File: config.mk
export PLATFORM = sky130hd
export DESIGN_NAME = retrig_oneshot
export DESIGN_NICKNAME = d
export VERILOG_FILES = /design/src/rtl/oneshot_pkg.sv /design/src/rtl/os_sync.sv /design/src/rtl/os_trig_qual.sv /design/src/rtl/os_timer.sv /design/src/rtl/retrig_oneshot.sv
export SDC_FILE = /design/constraint.sdc
export NUM_CORES = 1
export LEC_CHECK = 0
export ABC_AREA = 1
export BUFFER_PORTS_ARGS = -buffer_cell sky130_fd_sc_hd__buf_2
export CAP_MARGIN = 20
export CORE_AREA = 2 2 43 45
export CTS_BUF_LIST = sky130_fd_sc_hd__clkbuf_4 sky130_fd_sc_hd__clkbuf_8
export DETAILED_ROUTE_END_ITERATION = 12
export DIE_AREA = 0 0 45 47
export PLACE_DENSITY = 0.75
export SYNTH_ARGS = -nofsm -noshare
export SYNTH_HDL_FRONTEND = slang
export SYNTH_SLANG_ARGS = --single-unit
File: constraint.sdc
create_clock -name clk -period 1.6 [get_ports clk]
set_input_delay 0.08 -clock clk [delete_from_list [all_inputs] [get_ports clk]]
set_output_delay 0.08 -clock clk [all_outputs]
set_load 0.01 [all_outputs]
File: src/rtl/oneshot_pkg.sv
// Package: shared constants and types for the retriggerable one-shot.
// Assumes: nothing; pure declarations.
package oneshot_pkg;

    // Number of flops in each trigger synchronizer chain (minimum 2).
    localparam int unsigned SYNC_STAGES = 2;

    // Retrigger behaviour while a pulse is active.
    typedef enum logic {
        MODE_RETRIG  = 1'b0,   // a new trigger reloads the interval
        MODE_LOCKOUT = 1'b1    // triggers ignored while the pulse is high
    } retrig_mode_e;

endpackage

File: src/rtl/os_sync.sv
// Module: os_sync
// Brings WIDTH asynchronous bits into the clk domain through STAGES flops each.
// Assumes: STAGES >= 2; RST_VAL gives each bit's idle level so that reset
// release does not look like an edge to downstream logic.
module os_sync #(
    parameter int unsigned    WIDTH   = 2,
    parameter int unsigned    STAGES  = 2,
    parameter logic [WIDTH-1:0] RST_VAL = '0
) (
    input  logic             clk,
    input  logic             rst_n,
    input  logic [WIDTH-1:0] d,
    output logic [WIDTH-1:0] q
);

    for (genvar b = 0; b < WIDTH; b++) begin : g_bit
        logic [STAGES-1:0] chain;

        // Shift the raw input through the flop chain, reset to the idle level.
        always_ff @(posedge clk) begin
            if (!rst_n) begin
                chain <= {STAGES{RST_VAL[b]}};
            end else begin
                chain <= {chain[STAGES-2:0], d[b]};
            end
        end

        assign q[b] = chain[STAGES-1];
    end

endmodule

File: src/rtl/os_trig_qual.sv
// Module: os_trig_qual
// Detects a falling edge on the active-low trigger and a rising edge on the
// active-high trigger, each gated by the other trigger's level and by clear.
// Assumes: inputs are already synchronized to clk; clr_n is synchronous.
// The previous-sample registers keep tracking during clear so that an edge
// that happened under clear is not replayed after release.
module os_trig_qual (
    input  logic clk,
    input  logic rst_n,
    input  logic fall_n_s,   // synchronized active-low trigger
    input  logic rise_s,     // synchronized active-high trigger
    input  logic clr_n,
    output logic trig_ok     // one-cycle qualified trigger
);

    logic fall_n_prev;
    logic rise_prev;
    logic fall_hit;
    logic rise_hit;

    // Hold last cycle's synchronized levels for edge detection.
    always_ff @(posedge clk) begin
        if (!rst_n) begin
            fall_n_prev <= 1'b1;
            rise_prev   <= 1'b0;
        end else begin
            fall_n_prev <= fall_n_s;
            rise_prev   <= rise_s;
        end
    end

    // Qualify each edge with the opposite pin's enabling level and with clear.
    always_comb begin
        fall_hit = fall_n_prev & ~fall_n_s & ~rise_s;
        rise_hit = ~rise_prev & rise_s & fall_n_s;
        trig_ok  = clr_n & (fall_hit | rise_hit);
    end

endmodule

File: src/rtl/os_timer.sv
// Module: os_timer
// Holds the pulse-active state and the cycles-remaining counter.
// Assumes: trig_ok is a single-cycle qualified trigger. A length of zero is
// treated as one. Clear has priority over trigger, trigger over counting.
module os_timer
    import oneshot_pkg::*;
#(
    parameter int unsigned CNT_W = 8
) (
    input  logic             clk,
    input  logic             rst_n,
    input  logic             clr_n,
    input  logic             trig_ok,
    input  retrig_mode_e     mode,
    input  logic [CNT_W-1:0] len,
    output logic             run_q,
    output logic [CNT_W-1:0] rem_q
);

    logic [CNT_W-1:0] load_val;
    logic             accept;

    // Clamp the programmed length to at least one cycle.
    always_comb begin
        load_val = (len == '0) ? CNT_W'(1) : len;
    end

    // Lockout mode refuses triggers while the pulse is running.
    always_comb begin
        accept = trig_ok & ~((mode == MODE_LOCKOUT) & run_q);
    end

    // Start, reload, count down and stop the interval.
    always_ff @(posedge clk) begin
        if (!rst_n || !clr_n) begin
            run_q <= 1'b0;
            rem_q <= '0;
        end else if (accept) begin
            run_q <= 1'b1;
            rem_q <= load_val;
        end else if (run_q) begin
            if (rem_q == CNT_W'(1)) begin
                run_q <= 1'b0;
                rem_q <= '0;
            end else begin
                rem_q <= rem_q - CNT_W'(1);
            end
        end
    end

endmodule

File: src/rtl/retrig_oneshot.sv
// Module: retrig_oneshot (top)
// Digital retriggerable, resettable one-shot. Two asynchronous trigger pins are
// synchronized and qualified. A counter times the pulse, and clear gates the
// output combinationally so that it drops in the same cycle.
// Assumes: clr_n, no_retrig and pulse_len are synchronous to clk.
module retrig_oneshot
    import oneshot_pkg::*;
#(
    parameter int unsigned CNT_W = 8
) (
    input  logic             clk,
    input  logic             rst_n,
    input  logic             trig_fall_n,
    input  logic             trig_rise,
    input  logic             clr_n,
    input  logic             no_retrig,
    input  logic [CNT_W-1:0] pulse_len,
    output logic             pulse_q,
    output logic             pulse_qn
);

    logic [1:0]       trig_s;   // [1] = active-low pin, [0] = active-high pin
    logic             trig_ok;
    logic             run_q;
    logic [CNT_W-1:0] rem_q;
    retrig_mode_e     mode;

    os_sync #(
        .WIDTH   (2),
        .STAGES  (SYNC_STAGES),
        .RST_VAL (2'b10)
    ) u_sync (
        .clk   (clk),
        .rst_n (rst_n),
        .d     ({trig_fall_n, trig_rise}),
        .q     (trig_s)
    );

    os_trig_qual u_qual (
        .clk      (clk),
        .rst_n    (rst_n),
        .fall_n_s (trig_s[1]),
        .rise_s   (trig_s[0]),
        .clr_n    (clr_n),
        .trig_ok  (trig_ok)
    );

    // Translate the mode pin into the shared mode type.
    always_comb begin
        mode = no_retrig ? MODE_LOCKOUT : MODE_RETRIG;
    end

    os_timer #(
        .CNT_W (CNT_W)
    ) u_timer (
        .clk     (clk),
        .rst_n   (rst_n),
        .clr_n   (clr_n),
        .trig_ok (trig_ok),
        .mode    (mode),
        .len     (pulse_len),
        .run_q   (run_q),
        .rem_q   (rem_q)
    );

    // Clear forces the output low without waiting for a clock edge.
    always_comb begin
        pulse_q  = run_q & clr_n;
        pulse_qn = ~pulse_q;
    end

endmodule

After elaboration in Yosys (flattened, before gate mapping)

Index checks and enable logic that the tools add are counted.

Bits in registers: 15
Bits in latches: 0
Bits in writable memories: 0
Bits in read-only memories: 0
Word-level logic and storage cells: 35
Memories kept: 0

$add $sub $neg: 1
$mul: 0
Div/mod/pow operators: 0
$lt $le $gt $ge: 0
Equality and inequality tests: 1
Shift operators: 0
Multiplexer cells: 8
Bitwise operators: 14
Reduce and logical (&&, ||, !) cells: 5

Operators by type and width:

| operator                                                            | count |
|---|---|
| 8-bit 2-to-1 mux                                                    | 4 |
| 1-bit bitwise AND                                                   | 8 |
| 8-bit by 1-bit == test with 1-bit output (second input constant)    | 1 |
| 8-bit zero test                                                     | 1 |
| 8-bit by 1-bit subtractor with 8-bit output (second input constant) | 1 |
| 1-bit NOT                                                           | 5 |
| 1-bit 2-to-1 mux                                                    | 4 |
| 1-bit zero test                                                     | 2 |
| 2-bit nonzero test                                                  | 1 |
| 1-bit logical OR                                                    | 1 |
| 1-bit OR                                                            | 1 |

Depth between registers and ports, before layout

Depth after elaboration: 7
Gate-level depth with buffers: 9
Depth with buffers taken out: 9

Modules after synthesis

From an unflattened synthesis, not the netlist that was laid out.

Cell total of the unflattened synthesis: 129
Area, all modules: 889.6 µm²

By module, submodules not included:

| module         | times used | cells an instance | area each (µm²) | seq. area each (µm²) |
|---|---|---|---|---|
| os_timer       | 1          | 100               | 673.1           | 180.2 |
| os_sync        | 1          | 14                | 125.1           | 80.1 |
| os_trig_qual   | 1          | 13                | 81.3            | 40.0 |
| retrig_oneshot | 1          | 2                 | 10.0            | 0.0 |

Least setup slack after synthesis

No wires, ideal clock.

Kind: flip-flop to flip-flop
Start: register u_timer.rem_q[0]
End: register u_timer.rem_q[4]
Data arrival time: 1054 ps
Data required time: 1478 ps
Setup slack: 424 ps
Stages on the path, launching flop included: 8
Buffers on the path: 0
Path through: dfxtp_1 > inv_1 > ha_1 > nand2_1 > xor2_1 > nor2_1 > nor2_1 > nor2_1

Longest elaborated chain between the ends: 4
Elaborated cells between the ends (all ways): 5

Ends and longest elaborated chain:

| item                                                                                                    | line                           | source |
|---|---|---|
| start, declared                                                                                         | os_timer.sv:17                 | `output logic [CNT_W-1:0] rem_q` |
| start signal, assigned                                                                                  | os_timer.sv:40                 | `rem_q <= load_val;` |
| start signal, assigned                                                                                  | os_timer.sv:46                 | `rem_q <= rem_q - CNT_W'(1);` |
| 8-bit by 1-bit subtractor with 8-bit output or 8-bit by 1-bit == test with 1-bit output (tied branches) | os_timer.sv:46, os_timer.sv:42 |  |
| 8-bit 2-to-1 mux (*)                                                                                    | os_timer.sv:42                 | `if (rem_q == CNT_W'(1)) begin` |
| 8-bit 2-to-1 mux (*)                                                                                    | os_timer.sv:41                 | `end else if (run_q) begin` |
| 8-bit 2-to-1 mux (*)                                                                                    | os_timer.sv:38                 | `end else if (accept) begin` |

Every way passes the cells marked *; elsewhere a longest branch is shown, timed or not. The select of a mux whose other input is x is not followed.
A chain may end at the register's enable or synchronous reset.

Worst setup path after layout

Same ends and word-level chain as after synthesis.

==> out/results.txt <==
Status: complete, no violations
Total power: 0.7331 mW
N_diodes: 0
Register Area: 300.3 µm²
Hold Vio Cnt, Final: 0
Pwr Density: 742.6 nW/µm²
Port Buffer Count: 15
Wire length of the first global-routing pass: 2980 µm
DRC: 0
FMAX: 0.7592 GHz
Post-Synth Simple-Gate Area: 0.4520
Area of the multi-input gates: 478.0 µm²
Clock tree buffer depth: 2
Slew HR: 0.7760
Worst Skew: 0.002718 ns
Sequential Power Share: 0.537
Placed cell areas: 939.7 µm²
Initial antenna violation count: 0
Die Wd: 45 µm
CTS tree: built
Vias in the first global route: 778
Adder-cell area share of the yosys netlist: 0.02954
DR iter-0 viols: 1
GRT Util Overall: 0.1942
WS Path Type: reg -> reg
Internal power: 0.5277 mW
Clock root buffer: clkbuf_4
CP Launch Type: flop
Endpoints failing setup: 0
FP Rows: 15
Pins Over Slew Limit: 0
Actual slew at the worst max-slew pin: 0.3351 ns
Seq/Total Area, Yosys: 0.3545
Maximum VDD drop: 668.3 µV
Worst-path fanout max: 5
Largest net degree at the start of global routing: 11
Synth cell types: 19
Worst skew pair latency: 0.29 ns
Post-CTS sizing: 0
Max-cap violations: 0
DP Cell Count: 162
Die height: 47 µm
DRT Pass-1 Iters: 4
Yosys warnings: 0
Clock-pin slew on the worst setup and hold paths: 0.09 ns
WL/cell: 10.63 µm
CP required: 1.78 ns
Clock network power share: 0.302
Worst Hold Class: in -> reg
# nets final: 168
Final non-filler cell total: 168
Setup_tns: 0 ns
Mux contribution to synthesized area: 0
Detail Route Antenna Nets: 0
Via density per instance: 4.869
Switch share: 0.2802
LEAKAGE: 0.5559 nW
Final HPWL from detailed placement: 1359 µm
Synthesized area per cell: 6.466 µm²
Overflow after GRT: 0
Synth Area in Compound Gates: 0.05170
Sinks on Clock Net: 15
Initial core utilization: 0.5129
Minimum clock period: 1.317 ns
Syn Inst Count: 131
Post-synthesis register bit count: 15
CP endpoint kind: flop
Fillers: 158
Die area: 2115 µm²
Area Growth Syn to Fin: 16.54%
Post-route cell area: 987.2 µm²
Reg-to-reg slack, setup: 0.28 ns
Core area: 1652 µm²
Final Core Density: 0.5977
Share of layout cells above drive strength 1: 0.1854
Psw: 0.2054 mW
DRT Wirelength: 1786 µm
Combinational group share of total power: 0.161
CTS HTree Levels: 1
Mapped Area: 847.1 µm²
RSZ-0062 raised after global routing: false
Total number of vias: 818
Fin crit share: 0.8232
Worst EP arrival: 1.50 ns
CTS Buf Count: 3
Ports: 16
Synth Net Count: 147
Main combinational cell family by area after synthesis: simple AND/OR/NAND/NOR gates
Xor/xnor cell area share of the yosys netlist: 0.03102
GP Congestion: 0.9149
==> cells in the mapped netlist <==
cell,number,area [µm²]
nor2_1,32,120.1
o21ai_1,2,10.01
xor2_1,2,17.52
nor2_4,1,11.26
ha_1,2,25.02
nor2_2,3,18.77
inv_1,14,52.55
nand3_1,9,45.04
o21bai_1,3,22.52
nand2_1,39,146.4
clkinv_4,1,8.760
clkbuf_1,1,3.750
nand3_4,1,17.52
xnor2_1,1,8.760
nand4_1,2,12.51
dfxtp_1,15,300.3
a21boi_2,1,11.26
nand2_4,1,11.26
inv_2,1,3.750
==> metrics by stage <==
| step | hold slack (ns) | setup WS, ns |
|---|---|---|
| 5_1_grt | 0.02945 | 0.1890 |
| 3_3_place_gp | 0.2495 | 0.3007 |
| 2_1_floorplan | 0.1648 | 0.4239 |
| 6_report | 0.01931 | 0.2829 |
| 3_5_place_dp | 0.2594 | 0.3053 |
| 4_1_cts | 0.03020 | 0.2885 |
==> layout make-up <==
| type | count | area share |
|---|---|---|
| multi-input combinational | 99 | 0.4842 |
| sequential | 15 | 0.3042 |
| timing repair buffer | 17 | 0.09632 |
| inverter | 16 | 0.06591 |
| clock buffer | 3 | 0.02281 |
| tap | 17 | 0.02155 |
| clock inverter | 1 | 0.005070 |
==> critical path, cell delays in order (launching register included) <==
cell and delay [ns]:
dfxtp_1 0.41, inv_1 0.10, ha_1 0.26, nand2_1 0.10
xor2_1 0.15, nor2_1 0.07, nor2_1 0.08, nor2_1 0.04
==> cell usage in the layout, fill, tap and decap left out, drive strengths merged <==
master | synthesis | layout
a21boi | 1 | 1
buf | 0 | 15
clkbuf | 1 | 3
clkinv | 1 | 2
dfxtp | 15 | 15
dlygate4sd3 | 0 | 2
ha | 2 | 2
inv | 15 | 15
nand2 | 40 | 40
nand3 | 10 | 10
nand4 | 2 | 2
nor2 | 36 | 36
o21ai | 2 | 2
o21bai | 3 | 3
xnor2 | 1 | 1
xor2 | 2 | 2
==> power groups by stage <==
stage | clock [mW] | combinational, mW | sequential [mW]
floorplan | 0 | 0.0807 | 0.400
global placement | 0 | 0.111 | 0.402
detailed placement | 0 | 0.114 | 0.402
CTS | 0.221 | 0.118 | 0.394
global route | 0.231 | 0.135 | 0.395
finish | 0.222 | 0.118 | 0.394
==> path summary, 6_finish.rpt <==
check                                                    startpoint                                   to  cells after the start
worst max-delay path                  u_timer.rem_q[0]$_SDFFE_PP0P_        u_timer.rem_q[4]$_SDFFE_PP0P_                      7
worst min register to register  u_sync.g_bit[1].chain[0]$_SDFF_PN1_  u_sync.g_bit[1].chain[1]$_SDFF_PN1_                      2
worst max register to register        u_timer.rem_q[0]$_SDFFE_PP0P_        u_timer.rem_q[4]$_SDFFE_PP0P_                      7
worst min-delay path                                          rst_n  u_sync.g_bit[1].chain[1]$_SDFF_PN1_                      2
==> logic make-up after synthesis <==
kind of cell,count (synthesis)
AOI/OAI and AO/OA,6
xor gates and xnor gates,3
adders and majority gates,2
buffers and inverters,17
DFF,15
and+or+nand+nor,88
==> sequential cells by signal (all words and copies together), names as in the netlist <==
| register | cells |
|---|---|
| u_timer.run_q | 1 |
| u_qual.fall_n_prev | 1 |
| u_sync.g_bit.chain | 4 |
| u_timer.rem_q | 8 |
| u_qual.rise_prev | 1 |
==> timing repair <==
action                                 4_1_cts  5_1_grt
setup buffers                                0        0
setup endpoints to repair                    0        0
endpoints found under the hold margin        2        0
hold buffers                                 2        0
==> routing by layer <==
metal  up-vias  routed length [µm]  global-route usage
met5         -                   0                   0
met4         0                  29             0.08824
met3         4                  44             0.02308
met2        12                 919              0.3771
met1       360                 794              0.2089
li1        442                   -                   -
No activity file was read; power rests on OpenSTA's default activity.
